==> src/rtl/dmar_pkg.sv <==
package dmar_pkg;

    typedef enum logic [1:0] {
        ST_IDLE  = 2'd0,
        ST_ARMED = 2'd1,
        ST_REQ   = 2'd2,
        ST_MOVE  = 2'd3
    } dmar_state_e;

    localparam logic [1:0] AM_INC = 2'b00;
    localparam logic [1:0] AM_DEC = 2'b01;

    localparam logic [2:0] SEL_SRC  = 3'd0;
    localparam logic [2:0] SEL_DST  = 3'd1;
    localparam logic [2:0] SEL_CNT  = 3'd2;
    localparam logic [2:0] SEL_MODE = 3'd3;
    localparam logic [2:0] SEL_CTRL = 3'd4;
    localparam logic [2:0] SEL_WSRC = 3'd5;
    localparam logic [2:0] SEL_WDST = 3'd6;
    localparam logic [2:0] SEL_WCNT = 3'd7;

    localparam int CTL_EN   = 0;
    localparam int CTL_INIT = 1;
    localparam int CTL_TC   = 2;

endpackage

==> src/rtl/dmar_cfg.sv <==
module dmar_cfg
    import dmar_pkg::*;
#(
    parameter int ADDR_W = 32,
    parameter int CNT_W  = 16,
    parameter int REG_W  = 32
) (
    input  logic              clk,
    input  logic              rst_n,
    input  logic              cfg_we,
    input  logic              cfg_re,
    input  logic [2:0]        cfg_sel,
    input  logic [REG_W-1:0]  cfg_wdata,
    output logic [REG_W-1:0]  cfg_rdata,
    input  logic              active,
    input  logic              fin_ev,
    input  logic [ADDR_W-1:0] work_src,
    input  logic [ADDR_W-1:0] work_dst,
    input  logic [CNT_W-1:0]  work_cnt,
    output logic [ADDR_W-1:0] pend_src,
    output logic [ADDR_W-1:0] pend_dst,
    output logic [CNT_W-1:0]  pend_cnt,
    output logic [1:0]        src_mode,
    output logic [1:0]        dst_mode,
    output logic              start_cmd,
    output logic              abort_cmd
);

    logic [3:0] mode_q;
    logic       tc_q;
    logic       ctrl_wr;
    logic       ctrl_rd;
    logic       unused_wdata;

    assign unused_wdata = ^cfg_wdata;
    assign ctrl_wr   = cfg_we && (cfg_sel == SEL_CTRL);
    assign ctrl_rd   = cfg_re && (cfg_sel == SEL_CTRL);
    assign start_cmd = ctrl_wr && cfg_wdata[CTL_EN] && !cfg_wdata[CTL_INIT] && !active;
    assign abort_cmd = ctrl_wr && cfg_wdata[CTL_INIT] && active;
    assign src_mode  = mode_q[1:0];
    assign dst_mode  = mode_q[3:2];

    // pending copies: always writable
    always_ff @(posedge clk or negedge rst_n) begin
        if (!rst_n) begin
            pend_src <= '0;
            pend_dst <= '0;
            pend_cnt <= '0;
        end else if (cfg_we) begin
            if (cfg_sel == SEL_SRC) pend_src <= cfg_wdata[ADDR_W-1:0];
            if (cfg_sel == SEL_DST) pend_dst <= cfg_wdata[ADDR_W-1:0];
            if (cfg_sel == SEL_CNT) pend_cnt <= cfg_wdata[CNT_W-1:0];
        end
    end

    // mode word: frozen while the channel is enabled
    always_ff @(posedge clk or negedge rst_n) begin
        if (!rst_n) begin
            mode_q <= '0;
        end else if (cfg_we && (cfg_sel == SEL_MODE) && !active) begin
            mode_q <= cfg_wdata[3:0];
        end
    end

    // terminal-count flag: set by completion, cleared by read or start
    always_ff @(posedge clk or negedge rst_n) begin
        if (!rst_n) begin
            tc_q <= 1'b0;
        end else if (fin_ev) begin
            tc_q <= 1'b1;
        end else if (ctrl_rd || start_cmd) begin
            tc_q <= 1'b0;
        end
    end

    always_comb begin
        cfg_rdata = '0;
        unique case (cfg_sel)
            SEL_SRC:  cfg_rdata[ADDR_W-1:0] = pend_src;
            SEL_DST:  cfg_rdata[ADDR_W-1:0] = pend_dst;
            SEL_CNT:  cfg_rdata[CNT_W-1:0]  = pend_cnt;
            SEL_MODE: cfg_rdata[3:0]        = mode_q;
            SEL_CTRL: begin
                cfg_rdata[CTL_EN] = active;
                cfg_rdata[CTL_TC] = tc_q;
            end
            SEL_WSRC: cfg_rdata[ADDR_W-1:0] = work_src;
            SEL_WDST: cfg_rdata[ADDR_W-1:0] = work_dst;
            SEL_WCNT: cfg_rdata[CNT_W-1:0]  = work_cnt;
            default:  cfg_rdata = '0;
        endcase
    end

    AST_MODE_FROZEN: assert property (@(posedge clk) disable iff (!rst_n)
        active && cfg_we && (cfg_sel == SEL_MODE) |=> $stable(mode_q));

    AST_TC_SET_ON_FIN: assert property (@(posedge clk) disable iff (!rst_n)
        fin_ev |=> tc_q);

    AST_START_CLEARS_TC: assert property (@(posedge clk) disable iff (!rst_n)
        start_cmd && !fin_ev |=> !tc_q);

endmodule

==> src/rtl/dmar_addr.sv <==
module dmar_addr
    import dmar_pkg::*;
#(
    parameter int ADDR_W = 32,
    parameter int STEP   = 4
) (
    input  logic              clk,
    input  logic              rst_n,
    input  logic              load,
    input  logic [ADDR_W-1:0] load_val,
    input  logic              adv,
    input  logic [1:0]        mode,
    output logic [ADDR_W-1:0] addr
);

    localparam logic [ADDR_W-1:0] STEP_V = ADDR_W'(STEP);

    logic [ADDR_W-1:0] addr_q;
    logic [ADDR_W-1:0] addr_nx;

    always_comb begin
        unique case (mode)
            AM_INC:  addr_nx = addr_q + STEP_V;
            AM_DEC:  addr_nx = addr_q - STEP_V;
            default: addr_nx = addr_q;
        endcase
    end

    always_ff @(posedge clk or negedge rst_n) begin
        if (!rst_n) begin
            addr_q <= '0;
        end else if (load) begin
            addr_q <= load_val;
        end else if (adv) begin
            addr_q <= addr_nx;
        end
    end

    assign addr = addr_q;

    AST_FIXED_HOLDS: assert property (@(posedge clk) disable iff (!rst_n)
        !load && mode[1] |=> $stable(addr_q));

    AST_LOAD_TAKES: assert property (@(posedge clk) disable iff (!rst_n)
        load |=> addr_q == $past(load_val));

endmodule

==> src/rtl/dmar_fsm.sv <==
module dmar_fsm
    import dmar_pkg::*;
#(
    parameter int CNT_W = 16
) (
    input  logic             clk,
    input  logic             rst_n,
    input  logic             start_cmd,
    input  logic             abort_cmd,
    input  logic             xfer_req,
    input  logic             bus_gnt,
    input  logic             bus_done,
    input  logic [CNT_W-1:0] pend_cnt,
    output logic             active,
    output logic             bus_req,
    output logic             load_work,
    output logic             adv,
    output logic             fin_ev,
    output logic             irq,
    output logic [CNT_W-1:0] work_cnt
);

    dmar_state_e      state_q, state_nx;
    logic             abort_pend_q;
    logic [CNT_W-1:0] cnt_q;
    logic             irq_q;
    logic             unit_end;
    logic             stop_now;

    assign unit_end = (state_q == ST_MOVE) && bus_done;
    assign stop_now = abort_pend_q || abort_cmd;

    // next state
    always_comb begin
        state_nx = state_q;
        unique case (state_q)
            ST_IDLE:  if (start_cmd) state_nx = ST_ARMED;
            ST_ARMED: begin
                if (abort_cmd)     state_nx = ST_IDLE;
                else if (xfer_req) state_nx = ST_REQ;
            end
            ST_REQ: begin
                if (abort_cmd)    state_nx = ST_IDLE;
                else if (bus_gnt) state_nx = ST_MOVE;
            end
            ST_MOVE: begin
                if (bus_done) begin
                    if (stop_now || (cnt_q == '0)) state_nx = ST_IDLE;
                    else                           state_nx = ST_ARMED;
                end
            end
            default: state_nx = ST_IDLE;
        endcase
    end

    // state register
    always_ff @(posedge clk or negedge rst_n) begin
        if (!rst_n) state_q <= ST_IDLE;
        else        state_q <= state_nx;
    end

    // outputs
    always_comb begin
        active    = 1'b1;
        bus_req   = 1'b0;
        load_work = 1'b0;
        adv       = 1'b0;
        fin_ev    = 1'b0;
        unique case (state_q)
            ST_IDLE: begin
                active    = 1'b0;
                load_work = start_cmd;
            end
            ST_ARMED: ;
            ST_REQ:   bus_req = 1'b1;
            ST_MOVE: begin
                bus_req = 1'b1;
                adv     = bus_done;
                fin_ev  = bus_done && (cnt_q == '0) && !stop_now;
            end
            default: active = 1'b0;
        endcase
    end

    // count, abort latch, interrupt
    always_ff @(posedge clk or negedge rst_n) begin
        if (!rst_n) begin
            cnt_q        <= '0;
            abort_pend_q <= 1'b0;
            irq_q        <= 1'b0;
        end else begin
            irq_q <= fin_ev;
            if (load_work) begin
                cnt_q <= pend_cnt;
            end else if (unit_end && (cnt_q != '0)) begin
                cnt_q <= cnt_q - 1'b1;
            end
            if (state_nx == ST_IDLE) begin
                abort_pend_q <= 1'b0;
            end else if (abort_cmd && (state_q == ST_MOVE)) begin
                abort_pend_q <= 1'b1;
            end
        end
    end

    assign irq      = irq_q;
    assign work_cnt = cnt_q;

    AST_IRQ_ONE_CYCLE: assert property (@(posedge clk) disable iff (!rst_n)
        irq_q |=> !irq_q);

    AST_MOVE_HOLDS_BUS: assert property (@(posedge clk) disable iff (!rst_n)
        (state_q == ST_MOVE) && !bus_done |=> bus_req);

    AST_ABORT_NO_IRQ: assert property (@(posedge clk) disable iff (!rst_n)
        abort_pend_q && unit_end |=> !irq_q && !active);

    AST_START_LOADS_COUNT: assert property (@(posedge clk) disable iff (!rst_n)
        load_work |=> cnt_q == $past(pend_cnt));

    AST_LAST_UNIT_STOPS: assert property (@(posedge clk) disable iff (!rst_n)
        unit_end && (cnt_q == '0) |=> !active);

endmodule

==> src/rtl/dmar_chan.sv <==
module dmar_chan
    import dmar_pkg::*;
#(
    parameter int ADDR_W = 32,
    parameter int CNT_W  = 16,
    parameter int STEP   = 4,
    parameter int REG_W  = 32
) (
    input  logic              clk,
    input  logic              rst_n,
    input  logic              cfg_we,
    input  logic              cfg_re,
    input  logic [2:0]        cfg_sel,
    input  logic [REG_W-1:0]  cfg_wdata,
    output logic [REG_W-1:0]  cfg_rdata,
    input  logic              xfer_req,
    output logic              bus_req,
    input  logic              bus_gnt,
    input  logic              bus_done,
    output logic [ADDR_W-1:0] bus_src_addr,
    output logic [ADDR_W-1:0] bus_dst_addr,
    output logic              irq_tc
);

    localparam int N_PTR = 2;

    logic              active;
    logic              fin_ev;
    logic              start_cmd;
    logic              abort_cmd;
    logic              load_work;
    logic              adv;
    logic [ADDR_W-1:0] pend_src;
    logic [ADDR_W-1:0] pend_dst;
    logic [CNT_W-1:0]  pend_cnt;
    logic [CNT_W-1:0]  work_cnt;
    logic [1:0]        src_mode;
    logic [1:0]        dst_mode;

    logic [ADDR_W-1:0] ptr_init [N_PTR];
    logic [1:0]        ptr_mode [N_PTR];
    logic [ADDR_W-1:0] ptr_addr [N_PTR];

    assign ptr_init[0] = pend_src;
    assign ptr_init[1] = pend_dst;
    assign ptr_mode[0] = src_mode;
    assign ptr_mode[1] = dst_mode;

    dmar_cfg #(
        .ADDR_W (ADDR_W),
        .CNT_W  (CNT_W),
        .REG_W  (REG_W)
    ) u_cfg (
        .clk       (clk),
        .rst_n     (rst_n),
        .cfg_we    (cfg_we),
        .cfg_re    (cfg_re),
        .cfg_sel   (cfg_sel),
        .cfg_wdata (cfg_wdata),
        .cfg_rdata (cfg_rdata),
        .active    (active),
        .fin_ev    (fin_ev),
        .work_src  (ptr_addr[0]),
        .work_dst  (ptr_addr[1]),
        .work_cnt  (work_cnt),
        .pend_src  (pend_src),
        .pend_dst  (pend_dst),
        .pend_cnt  (pend_cnt),
        .src_mode  (src_mode),
        .dst_mode  (dst_mode),
        .start_cmd (start_cmd),
        .abort_cmd (abort_cmd)
    );

    dmar_fsm #(
        .CNT_W (CNT_W)
    ) u_fsm (
        .clk       (clk),
        .rst_n     (rst_n),
        .start_cmd (start_cmd),
        .abort_cmd (abort_cmd),
        .xfer_req  (xfer_req),
        .bus_gnt   (bus_gnt),
        .bus_done  (bus_done),
        .pend_cnt  (pend_cnt),
        .active    (active),
        .bus_req   (bus_req),
        .load_work (load_work),
        .adv       (adv),
        .fin_ev    (fin_ev),
        .irq       (irq_tc),
        .work_cnt  (work_cnt)
    );

    for (genvar gi = 0; gi < N_PTR; gi++) begin : g_ptr
        dmar_addr #(
            .ADDR_W (ADDR_W),
            .STEP   (STEP)
        ) u_addr (
            .clk      (clk),
            .rst_n    (rst_n),
            .load     (load_work),
            .load_val (ptr_init[gi]),
            .adv      (adv),
            .mode     (ptr_mode[gi]),
            .addr     (ptr_addr[gi])
        );
    end

    assign bus_src_addr = ptr_addr[0];
    assign bus_dst_addr = ptr_addr[1];

    AST_IDLE_NO_BUS: assert property (@(posedge clk) disable iff (!rst_n)
        !active |-> !bus_req);

    AST_IRQ_ONLY_ON_FIN: assert property (@(posedge clk) disable iff (!rst_n)
        !fin_ev |=> !irq_tc);

endmodule

==> config.mk <==
export PLATFORM = sky130hd
export DESIGN_NAME = dmar_chan
export DESIGN_NICKNAME = d
export VERILOG_FILES = /design/src/rtl/dmar_pkg.sv /design/src/rtl/dmar_cfg.sv /design/src/rtl/dmar_addr.sv /design/src/rtl/dmar_fsm.sv /design/src/rtl/dmar_chan.sv
export SDC_FILE = /design/constraint.sdc
export NUM_CORES = 1
export LEC_CHECK = 0
export BUFFER_PORTS_ARGS = -buffer_cell sky130_fd_sc_hd__buf_2
export CAP_MARGIN = 20
export CORE_MARGIN = 3
export CORE_UTILIZATION = 45
export DETAILED_ROUTE_END_ITERATION = 10
export GPL_TIMING_DRIVEN = 1
export SYNTH_ARGS = -nofsm -noshare
export SYNTH_HDL_FRONTEND = slang
export SYNTH_HIERARCHICAL = 1
export SYNTH_SLANG_ARGS = --single-unit
export TNS_END_PERCENT = 50
==> constraint.sdc <==
create_clock -name clk -period 6.22 [get_ports clk]
set_clock_uncertainty 0.15 [all_clocks]
set_input_delay 0.622 -clock clk [delete_from_list [all_inputs] [get_ports clk]]
set_output_delay 0.622 -clock clk [all_outputs]
set_load 0.02 [all_outputs]
* Word level (Yosys, flattened, before mapping)
Cells that the tools add are included.
Storage, ports and cells: bits in registers 169, output and inout port bits 98
Cells by class: add/subtract/negate cells 5, equality and inequality tests 12, multiplexer cells 31, reduce and logical (&&, ||, !) cells 38
Operator list (count):
- 32-bit 2-to-1 mux | 4
- 32-bit one-hot mux with 2 select lines | 2
- 12-bit one-hot mux with 6 select lines | 1
- 32-bit by 3-bit adder with 32-bit output, second input constant | 2
- 16-bit one-hot mux with 4 select lines | 1
- 32-bit by 3-bit subtractor with 32-bit output, second input constant | 2
- 16-bit 2-to-1 mux | 2
- 16-bit logical NOT | 1
- 1-bit one-hot mux with 8 select lines | 2
- 16-bit nonzero test | 1
- 16-bit by 1-bit subtractor with 16-bit output, second input constant | 1
- 1-bit logical AND | 14
- 1-bit one-hot mux with 7 select lines | 2
- 3-bit equality test, second input constant | 4
- 2-bit 2-to-1 mux | 6
- 1-bit 2-to-1 mux | 10
- 2-bit AND reduction | 5
- 2-bit logical NOT | 4
- 2-bit one-hot mux with 4 select lines | 1
- 2-bit nonzero test | 4
- 2-bit by 1-bit equality test with 1-bit output, second input constant | 3
- 3-bit by 2-bit equality test with 1-bit output, second input constant | 2
- 3-bit nonzero test | 2
- 2-bit equality test, second input constant | 2
- other kinds (5) | 8

* Depth between registers and ports, before layout
word-level depth 11, mapped depth 15, depth with buffers taken out 11

* Modules after synthesis
The synthesis kept the hierarchy.
Modules (own cells, without submodules):
- dmar_addr | instances 2, cells each 414, area each 3188.1 µm²
- dmar_cfg | instances 1, cells each 361, area each 4733.3 µm²
- dmar_fsm | instances 1, cells each 134, area each 1211.2 µm²

* Worst setup path after synthesis
No wires, ideal clock.
path kind input port to flip-flop, from input cfg_sel[1], to register g_ptr[0].u_addr.addr_q[26], setup time 0.095 ns, arrival 3.236 ns, path slack 2.739 ns, cell stages on the path 14, buffers on the path 7, cells stage by stage buf_4 > clkbuf_1 > nor3b_1 > and2_1 > and2b_1 > nand2b_1 > buf_2 > inv_1 > clkbuf_1 > clkbuf_1 > buf_1 > clkbuf_1 > nand2_1 > o31ai_1
On the way: longest elaborated chain between the ends 8
RTL lines:
- start, declared | line dmar_chan.sv:13 | input logic [2:0] cfg_sel,
- 3-bit equality test (*) | line dmar_cfg.sv:36 | assign ctrl_wr = cfg_we && (cfg_sel == SEL_CTRL);
- 1-bit logical AND (*) | line dmar_cfg.sv:36
- 1-bit logical AND (*) (3 in series) | line dmar_cfg.sv:38 | assign start_cmd = ctrl_wr && cfg_wdata[CTL_EN] && !cfg_wdata[CTL_INIT] && !active;
- via start_cmd | line dmar_chan.sv:29 | logic start_cmd;
- 1-bit 2-to-1 mux (*) | line dmar_fsm.sv:69 | unique case (state_q)
- via load_work | line dmar_chan.sv:31 | logic load_work;
- 3-bit nonzero test (no source line) or 2-bit nonzero test (tied branches)
- 2-bit AND reduction (no source line)
- end signal, assigned | line dmar_addr.sv:33 | addr_q <= load_val;
- end signal, assigned | line dmar_addr.sv:35 | addr_q <= addr_nx;
- end, declared | line dmar_addr.sv:18 | logic [ADDR_W-1:0] addr_q;
Mark *: on every way through the listed nets, which the timed path passes. The rest lies on a longest branch. A chain may end at the register's enable or synchronous reset.

* Worst setup path after layout
from input cfg_sel[1], to register g_ptr[1].u_addr.addr_q[22]
On the way: longest elaborated chain between the ends 8
RTL lines (line):
- 3-bit equality test (*) | dmar_cfg.sv:36
- 1-bit logical AND (*) | dmar_cfg.sv:36
- 1-bit logical AND (*) (3 in series) | dmar_cfg.sv:38
- via start_cmd | dmar_chan.sv:29
- 1-bit 2-to-1 mux (*) | dmar_fsm.sv:69
- via load_work | dmar_chan.sv:31
- 3-bit nonzero test (no source line) or 2-bit nonzero test (tied branches)
- 2-bit AND reduction (no source line)
- end signal, assigned | dmar_addr.sv:33
- end signal, assigned | dmar_addr.sv:35
- end, declared | dmar_addr.sv:18
Marks and branches as above.

==> impl_metrics.ini <==
[placement]
dpl_worst_slack_ns = 1.674
place.port_buffers = 139
gp_routability_congestion = 0.9228
dpl_cell_area_mm2 = 0.01290
dp_hpwl_mm = 30.22

[synthesis]
number_of_enable_type_register_cells_in_the_synthesized_netlist = 0
synth.area.mux_share_pct = 15.26
yosys.area_share.simple_pct = 24.39
yosysTopAreaCell = dfrtp_1
syn_nets = 1369
synthFlopType = dfrtp_1
synth_top_area_share_pct = 34.33
synth.yosys.warnings = 6
synth_cells = 1323
synthTopCellsByArea = dfrtp_1 (34%), mux2_2 (8.2%), mux2_4 (3.7%)
synth_async_sr_flop_share_pct = 100.0
seq_area_frac_synth_pct = 34.33
cell_with_the_most_instances_after_synthesis = dfrtp_1
synth_adder_area_share_pct = 0.4062
combinational_family_with_the_most_area_after_synthesis = simple AND/OR/NAND/NOR gates
avgSynthCellArea_um2 = 9.313
synth_area_mm2 = 0.01232
yosys_register_bits = 169
post_synth_xor_area_fraction_pct = 3.625
synth-compound-area-share_pct = 16.34
netlist_top_cells_count = dfrtp_1 (169), nand2_1 (111), mux2_2 (90)
synth_unique_cells = 90

[worst_hold_path]
hold_class = primary input to flip-flop
min-delay-start = cfg_wdata[6]

[sta]
final.setup.worst_slack_ns = 1.970
report.final.setup_viol = 0
final_min_period_over_clock_period_pct = 68.32
final.setup.tns_ns = 0
slew_headroom_pct = 31.94
fmax_ghz = 0.2353
fin_crit_ns = 4.250
timing.final.max_slew_violations = 0
tightestPinTransition_ns = 1.021
hold_violations = 0
final.hold.worst_slack_ns = 0.2919
rsz0062_at_grt = false

[pwr]
p_leak_nw = 5.559
vdd_drop_max_v = 0.0002510
power_density_mw_per_mm2 = 424.0

[clocking]
tritoncts.num_buffers = 17
cts.repair_timing.setup_buffer_count = 0
clockBufferDepth = 2
clock_tree.htree_level_count = 4
clk_root_buffer_cell = clkbuf_16
cts.sink_count = 169
clk_latency_ns = 0.43
cts_tree = done
clkTransAtPathRegs_ns = 0.08

[floorplan]
effective_utilization_at_floorplan_pct = 46.49
die-area_mm2 = 0.02940
die_w_um = 171.5
die_height_um = 171.5
core_outline_area_mm2 = 0.02650
ioPinCount = 140
core.rowCount = 59

[worst_setup_path]
setup.worst_path.start = cfg_sel[1]
timing.critical_path.arrival_ns = 4.46
endpoint_kind = flip-flop
crit_path_max_fanout = 49
worstReg2RegStart = u_fsm/state_q[0]
path_class = primary input to flip-flop
critPathLaunchType = primary input
worstPathRequired_ns = 6.43

[global_route]
grt_remaining_overflow = 0
groute.usage.overall_pct = 28.57
grt_pass1_wl_mm = 65.25
grt_antenna_before_repair = 0
vias_in_the_first_global_route = 10700
grt_start_max_net_pins = 64

[route]
first_iter_violations = 1323
detailroute.via_count = 11409
detail_route.drc_violations = 0
routed_wirelength_mm = 42.46
drt_first_pass_iters = 5
drtAntennaViolNets = 0
detail_route.wl_per_cell_um = 24.59
detail_route.vias_per_cell = 6.606

[finish]
filler_cell_count = 2506
final_area_mm2 = 0.01355
layout-drive-gt1-share_pct = 25.43
finalNetCount = 1425
insertedDiodeCount = 0
area_growth_from_synthesis_to_final_layout_pct = 10.00

[job]
cap_violations = 0

[outcome]
outcome = finished clean
## cell type report
class | count | area (µm²) | area share, %
clock buffer | 18 | 439.2 | 3.240
clock inverter | 14 | 170.2 | 1.256
inverter | 14 | 53.80 | 0.3970
multi-input combinational | 1022 | 7402 | 54.62
sequential | 169 | 4229 | 31.20
tap | 335 | 419.2 | 3.093
timing repair buffer | 155 | 839.6 | 6.195
## registers in the layout, summed over array words and instances, names as in the netlist
signal,cells
g_ptr.u_addr/addr,64
u_cfg/pend_dst,32
u_cfg/pend_src,32
u_cfg/pend_cnt,16
u_fsm/work_cnt,16
u_cfg/mode_q,4
u_fsm/state_q,2
u_cfg/tc_q,1
u_fsm/abort_pend_q,1
u_fsm/irq,1
## logic make-up (layout without fill, tap and decap cells)
group | after synthesis | count (layout)
muxes | 159 | 159
and+or+nand+nor | 524 | 524
adders and majority gates | 4 | 4
xor gates and xnor gates | 51 | 51
AOI/OAI and AO/OA | 284 | 284
DFF | 169 | 169
buffers and inverters | 132 | 201
## path summary, 6_finish.rpt
check,end,slack (ns),cells after the start
max,g_ptr[1].u_addr/addr[22],1.97,11
min,u_cfg/pend_dst[6],0.29,2
max reg2reg,g_ptr[1].u_addr/addr[24],2.07,10
min reg2reg,u_fsm/irq,0.35,1
max in group asynchronous,u_cfg/pend_src[31],4.12,3
min in group asynchronous,g_ptr[0].u_addr/addr[0],0.57,2
## placed cells by master (no fill, tap or decap), drive strengths merged, types with 6 or more instances in the layout
cell type | Yosys | layout
dfrtp | 169 | 169
o22ai | 21 | 21
nand2 | 112 | 112
mux2 | 121 | 121
nand3b | 7 | 7
nor3b | 19 | 19
and3 | 20 | 20
xnor2 | 22 | 22
a31oi | 26 | 26
mux2i | 36 | 36
buf | 59 | 154
a21o | 8 | 8
clkbuf | 59 | 18
o21a | 6 | 6
nor3 | 49 | 49
nand3 | 51 | 51
o221ai | 6 | 6
nor2 | 73 | 73
nand2b | 9 | 9
a221oi | 16 | 16
o2111ai | 6 | 6
and2 | 16 | 16
nor4b | 11 | 11
xor2 | 29 | 29
or3 | 17 | 17
nor2b | 8 | 8
nor4 | 39 | 39
o31ai | 18 | 18
a22oi | 28 | 28
and4 | 11 | 11
inv | 13 | 21
o21ai | 63 | 63
or4 | 18 | 18
or2 | 8 | 8
a21oi | 36 | 36
nand4 | 39 | 39
## timing repair
item / in CTS / in global routing
hold endpoints to repair: 43 / 0
gates resized for setup: 0 / 0
hold buffers: 1 / 0
## worst max-delay path, stage by stage
cell      delay (ns)
buf_2           0.49
nor3b_1         0.19
and2_1          0.20
and2b_1         0.17
nand2b_1        0.58
clkinv_2        0.83
inv_1           0.83
nand2_1         0.16
a31oi_1         0.16
o21ai_0         0.12
nand3_1         0.10
## power by group
| part | switching (mW) | internal (mW) |
|---|---|---|
| registers | 0.887 | 1.42 |
| logic | 1.39 | 0.952 |
| clock network | 0.511 | 0.589 |
| total | 2.79 | 2.96 |
## stage by stage
step / power (mW) / cells / util, %
after global placement: 4.576 / 1692 / 48.69
after CTS: 5.708 / 1725 / 51.03
after detailed placement: 4.597 / 1692 / 48.69
after global routing: 6.076 / 1727 / 51.14
after floorplan: 3.757 / 1323 / -
final: 5.746 / 1727 / 51.14
## layer usage
metal	share of wire, %	vias up	track usage, %
met5	0	-	0
met4	2.2	0	7.908
met3	8.1	57	5.723
met2	45	540	42.58
met1	45	5669	42.28
li1	-	5143	-
No activity file was read; power rests on OpenSTA's default activity.
